## src/rtl/scan_wdt_pkg.sv

```systemverilog
package scan_wdt_pkg;
  localparam int unsigned TICK_W      = 8;
  localparam int unsigned CODE_W      = 16;
  localparam int unsigned LIM_DEFAULT = 10;
  localparam int unsigned LIM_LOW     = 2;
  localparam int unsigned LIM_HIGH    = 250;
  localparam logic [CODE_W-1:0] TRIP_CODE = 16'h0022;
endpackage

```

## src/rtl/wdt_limit_reg.sv

```systemverilog
module wdt_limit_reg #(
  parameter int unsigned W       = 8,
  parameter int unsigned RST_VAL = 10,
  parameter int unsigned LOW     = 2,
  parameter int unsigned HIGH    = 250
) (
  input  logic         clk,
  input  logic         rst_n,
  input  logic         wr_en,
  input  logic [W-1:0] wdata,
  output logic [W-1:0] lim
);
  localparam logic [W-1:0] LOW_V  = W'(LOW);
  localparam logic [W-1:0] HIGH_V = W'(HIGH);
  localparam logic [W-1:0] RST_V  = W'(RST_VAL);

  logic [W-1:0] lo_fixed;
  logic [W-1:0] clamped;
  logic [W-1:0] lim_d;
  logic [W-1:0] lim_q;

  // Lower bound stage: omitted when the floor is zero.
  generate
    if (LOW == 0) begin : g_no_floor
      assign lo_fixed = wdata;
    end else begin : g_floor
      assign lo_fixed = (wdata < LOW_V) ? LOW_V : wdata;
    end
  endgenerate

  always_comb begin
    clamped = (lo_fixed > HIGH_V) ? HIGH_V : lo_fixed;
  end

  always_comb begin
    lim_d = lim_q;
    if (wr_en) begin
      lim_d = clamped;
    end
  end

  always_ff @(posedge clk or negedge rst_n) begin
    if (!rst_n) begin
      lim_q <= RST_V;
    end else begin
      lim_q <= lim_d;
    end
  end

  assign lim = lim_q;
endmodule

```

## src/rtl/wdt_scan_counter.sv

```systemverilog
module wdt_scan_counter #(
  parameter int unsigned W = 8
) (
  input  logic         clk,
  input  logic         rst_n,
  input  logic         restart,
  input  logic         step,
  output logic [W-1:0] cnt
);
  logic [W-1:0] cnt_d;
  logic [W-1:0] cnt_q;

  always_comb begin
    cnt_d = cnt_q;
    if (restart) begin
      cnt_d = '0;
    end else if (step) begin
      cnt_d = cnt_q + W'(1);
    end
  end

  always_ff @(posedge clk or negedge rst_n) begin
    if (!rst_n) begin
      cnt_q <= '0;
    end else begin
      cnt_q <= cnt_d;
    end
  end

  assign cnt = cnt_q;
endmodule

```

## src/rtl/wdt_fault_latch.sv

```systemverilog
module wdt_fault_latch #(
  parameter int unsigned      CODE_W = 16,
  parameter logic [CODE_W-1:0] CODE  = 16'h0022
) (
  input  logic              clk,
  input  logic              rst_n,
  input  logic              trip,
  input  logic              clr,
  output logic              fault,
  output logic [CODE_W-1:0] code
);
  logic              flt_d, flt_q;
  logic [CODE_W-1:0] code_d, code_q;

  always_comb begin
    flt_d  = flt_q;
    code_d = code_q;
    if (clr) begin
      flt_d  = 1'b0;
      code_d = '0;
    end else if (trip) begin
      flt_d  = 1'b1;
      code_d = CODE;
    end
  end

  always_ff @(posedge clk or negedge rst_n) begin
    if (!rst_n) begin
      flt_q  <= 1'b0;
      code_q <= '0;
    end else begin
      flt_q  <= flt_d;
      code_q <= code_d;
    end
  end

  assign fault = flt_q;
  assign code  = code_q;
endmodule

```

## src/rtl/scan_wdt.sv

```systemverilog
module scan_wdt
  import scan_wdt_pkg::*;
#(
  parameter int unsigned CNT_W   = TICK_W,
  parameter int unsigned LIM_RST = LIM_DEFAULT,
  parameter int unsigned LIM_MIN = LIM_LOW,
  parameter int unsigned LIM_MAX = LIM_HIGH
) (
  input  logic              clk,
  input  logic              rst_n,
  input  logic              tick_i,
  input  logic              scan_end_i,
  input  logic              lim_wr_i,
  input  logic [CNT_W-1:0]  lim_wdata_i,
  input  logic              fault_clr_i,
  output logic [CNT_W-1:0]  scan_cnt_o,
  output logic [CNT_W-1:0]  limit_o,
  output logic              fault_o,
  output logic [CODE_W-1:0] fault_code_o
);
  logic [CNT_W-1:0] cnt;
  logic [CNT_W-1:0] lim;
  logic             at_limit;
  logic             fault;
  logic             cnt_restart;
  logic             cnt_step;

  assign at_limit    = (cnt == lim);
  assign cnt_restart = scan_end_i | fault_clr_i;
  assign cnt_step    = tick_i & ~fault & ~at_limit;

  wdt_limit_reg #(
    .W       (CNT_W),
    .RST_VAL (LIM_RST),
    .LOW     (LIM_MIN),
    .HIGH    (LIM_MAX)
  ) u_limit (
    .clk   (clk),
    .rst_n (rst_n),
    .wr_en (lim_wr_i),
    .wdata (lim_wdata_i),
    .lim   (lim)
  );

  wdt_scan_counter #(
    .W (CNT_W)
  ) u_count (
    .clk     (clk),
    .rst_n   (rst_n),
    .restart (cnt_restart),
    .step    (cnt_step),
    .cnt     (cnt)
  );

  wdt_fault_latch #(
    .CODE_W (CODE_W),
    .CODE   (TRIP_CODE)
  ) u_fault (
    .clk   (clk),
    .rst_n (rst_n),
    .trip  (at_limit),
    .clr   (fault_clr_i),
    .fault (fault),
    .code  (fault_code_o)
  );

  assign scan_cnt_o = cnt;
  assign limit_o    = lim;
  assign fault_o    = fault;
endmodule

```

## config.mk

```make
export PLATFORM = sky130hd
export DESIGN_NAME = scan_wdt
export DESIGN_NICKNAME = d
export VERILOG_FILES = /design/src/rtl/scan_wdt_pkg.sv /design/src/rtl/wdt_limit_reg.sv /design/src/rtl/wdt_scan_counter.sv /design/src/rtl/wdt_fault_latch.sv /design/src/rtl/scan_wdt.sv
export SDC_FILE = /design/constraint.sdc
export NUM_CORES = 1
export LEC_CHECK = 0
export BUFFER_PORTS_ARGS = -buffer_cell sky130_fd_sc_hd__buf_4
export CAP_MARGIN = 25
export CORE_ASPECT_RATIO = 1.25
export CORE_MARGIN = 3
export CORE_UTILIZATION = 29
export CTS_BUF_LIST = sky130_fd_sc_hd__clkbuf_2 sky130_fd_sc_hd__clkbuf_4 sky130_fd_sc_hd__clkbuf_8
export DETAILED_ROUTE_END_ITERATION = 8
export PLACE_DENSITY_LB_ADDON = 0.12
export SLEW_MARGIN = 30
export SYNTH_ARGS = -nofsm -noshare
export SYNTH_HDL_FRONTEND = slang
export SYNTH_SLANG_ARGS = --single-unit
```

## constraint.sdc

```tcl
create_clock -name clk -period 2.2 [get_ports clk]
set_input_delay 0 -clock clk [delete_from_list [all_inputs] [get_ports clk]]
set_output_delay 0 -clock clk [all_outputs]
set_load 0.005 [all_outputs]
```

==> run_results.csv <==
group,metric,value,unit
route,drc,0,
floorplanning,die_area,4270,um2
worst_setup_path,cp_data_arrival_time,1940,ps
worst_setup_path,rrSetupSlack,450,ps
sta,fmax,571,MHz
finish,final_util,40.3,%
sta,period_share,79.6,%
synth,synthCells,109,
route,wirelength,2300,um
worst_setup_path,cp_slowest_cell,"or4b_1",
worst_setup_path,cpPeakStageDelay,480,ps
placement,io_buffers,32,
synth,synth_warnings,0,
synth,ys_ff_latch,17,
sta,finalSetupTns,0,ps
worst_setup_path,worst_ep_required_time,2390,ps
floorplanning,io_pins,47,
pwr,powerDensity,534,nW/um2
floorplanning,core,3280,um2
route,drtAntennaViolNets,0,
clock_tree,insertion_delay,250,ps
finish,fin_cells,181,
global_route,grt_start_max_net_pins,18,
route,first_pass_iters,2,
worst_setup_path,cp-end-kind,"flip-flop",
placement,hpwlAfterDp,1830,um
clock_tree,cts_tree,"built",
pwr,ir_drop,309,uV
finish,regArea,428,um2
pwr,power.leakage,0.593,nW
sta,slew_viol_final,0,
synth,syn_avg_cell_area,9.36,um2
synth,synth_area_leaders,"dfrtp_1 (37%), buf_4 (12%), xnor2_1 (6.9%)",
worst_setup_path,crit_path_start_kind,"flip-flop",
clock_tree,clk_path_buf_depth,2,
sta,rsz0062_at_grt,"false",
floorplanning,die_h,72.3,um
finish,nFillCells,346,
synth,synth_ff_type,"dfrtp_1",
global_route,grtUsageTotal,11.2,%
min_path,hp-class,"in -> reg",
sta,skew,2.76,ps
route,drt_iter0_drc,17,
worst_setup_path,cp_cell_sequence,"ha_1 > nand2_1 > or4b_1 > or4_1 > nand2_1",
sta,maxSlewHeadroom,63.4,%
run,drv_cap,0,
finish,multi_input_area,490,um2
finish,syn_to_final_growth,29.7,%
global_route,globalRouteOverflowTotal,0,
sta,hold_viol_final,0,
global_route,antenna_found_initial,0,
finish,nNetsFinal,160,
synth,synth-edff-count,0,
run_status,status,"finished, final reports clean",
route,vias,849,
finish,drive_above_1_share,31.3,%
placement,gp_congestion,0.781,
synth,ys_seq_area_share,42.0,%
clock_tree,clock-sinks,17,
worst_setup_path,cp_common_cell,"nand2_1",
clock_tree,cts_setup_buffers,0,
clock_tree,cts_max_level,1,
synth,async_flop_share,100,%
synth,ys_types,30,
floorplanning,die_w,59.0,um
floorplanning,num_rows,23,
worst_setup_path,path_max_fanout,7,
global_route,grt_pass1_wl,3680,um
sta,tightest_slew,547,ps
sta,setup_viol,0,
clock_tree,root_buffer,"clkbuf_8",
worst_setup_path,worstSetupPathType,"reg -> reg",
route,avgViaCountPerCell,4.69,
global_route,grt_pass1_vias,808,
finish,antennaDiodeCount,0,
synth,syn_area,1020,um2
clock_tree,cts_buffers,3,
clock_tree,clk_pin_slew,70,ps
floorplanning,start_util,31.1,%
synth,synth.top_cell.area_share,36.8,%
placement,place_inst,172,
route,wl_per_cell,12.7,um
sta,finalCriticalPeriod,1750,ps
synth,yosysTopAreaCell,"dfrtp_1",
==> cells in the mapped netlist, types with 2 or more instances <==
cell,n
clkbuf_1,2
mux2_2,5
a21oi_1,7
or3_1,5
xnor2_1,8
o21ai_0,8
inv_1,5
buf_4,16
nand2_1,7
or4_1,2
nand4_1,5
dfrtp_1,15
nor2_1,6
dfstp_2,2
==> layout by cell type (no fill, tap or decap), drive strengths merged, types with 2 or more instances in the layout <==
cell / n
dfstp: 2
dlygate4sd3: 5
o21ai: 8
inv: 5
xnor2: 8
nor2: 6
or4: 2
nand2: 7
dfrtp: 15
buf: 32
nand4: 5
nand3: 2
conb: 14
or3: 6
a21oi: 7
mux2: 5
clkbuf: 4
==> through the flow <==
stage | hold slack, ps | power (mW) | cell area (um2) | setup slack [ps]
detailed placement | -120 | 0.464 | 1220 | 446
global placement | -119 | 0.464 | 1220 | 485
floorplan | -296 | 0.418 | 1070 | 537
global route | 5.61 | 0.744 | 1320 | 260
finish | 12.7 | 0.706 | 1320 | 449
CTS | 0.212 | 0.716 | 1310 | 438
==> critical path: cells and delay by family (launching register included) <==
family / cells / cell delay [ps]
DFF: 1 / 460
and+or+nand+nor: 4 / 1030
adders and majority gates: 1 / 200
==> sequential cells by signal (all words and copies together), names as in the netlist <==
name          flops
u_count.cnt       8
u_limit.lim       8
u_fault.code      1
==> power by group <==
| group | total [mW] | switching [mW] | leakage, nW | internal (mW) |
|---|---|---|---|---|
| sequential | 0.349 | 0.0181 | 0.217 | 0.331 |
| combinational | 0.114 | 0.0492 | 0.350 | 0.0651 |
| clock | 0.243 | 0.102 | 0.0262 | 0.141 |
==> timing repair <==
action	CTS	global route
hold buffers	4	1
endpoints found under the hold margin	20	1
resized for setup	0	0
==> worst paths after layout <==
kind | from | end | cells after the start
hold / removal | lim_wdata_i[7] | u_limit.lim[7] | 2
setup / recovery | u_count.cnt[0] | u_count.cnt[6] | 5
hold reg to reg | u_limit.lim[1] | u_limit.lim[1] | 2
max in group asynchronous | rst_n | u_limit.lim[1] | 2
setup reg to reg | u_count.cnt[0] | u_count.cnt[6] | 5
min in group asynchronous | rst_n | u_count.cnt[3] | 2
==> cell families after synthesis <==
logic type,synth area share [%]
XOR/XNOR,6.87
buffers and inverters,14.7
AND/OR/NAND/NOR,17.4
multiplexers,5.52
other,0.368
AO/OA/AOI/OAI,11.9
adder cells (fa/ha/maj),1.23
flip-flops,42.0
==> routing by layer <==
layer,vias to the layer above,global-route usage [%],part of all wire [%]
li1,417,-,-
met1,395,14.5,42
met2,33,18.2,50
met3,4,2.67,7.2
met4,0,3.78,0.52
met5,-,0,0
==> final cells by class <==
class	instances	area share, %
inverter	5	1.42
tap	37	3.50
multi-input combinational	81	37.1
clock buffer	4	3.69
timing repair buffer	37	21.9
sequential	17	32.4
No activity file was read; power rests on OpenSTA's default activity.
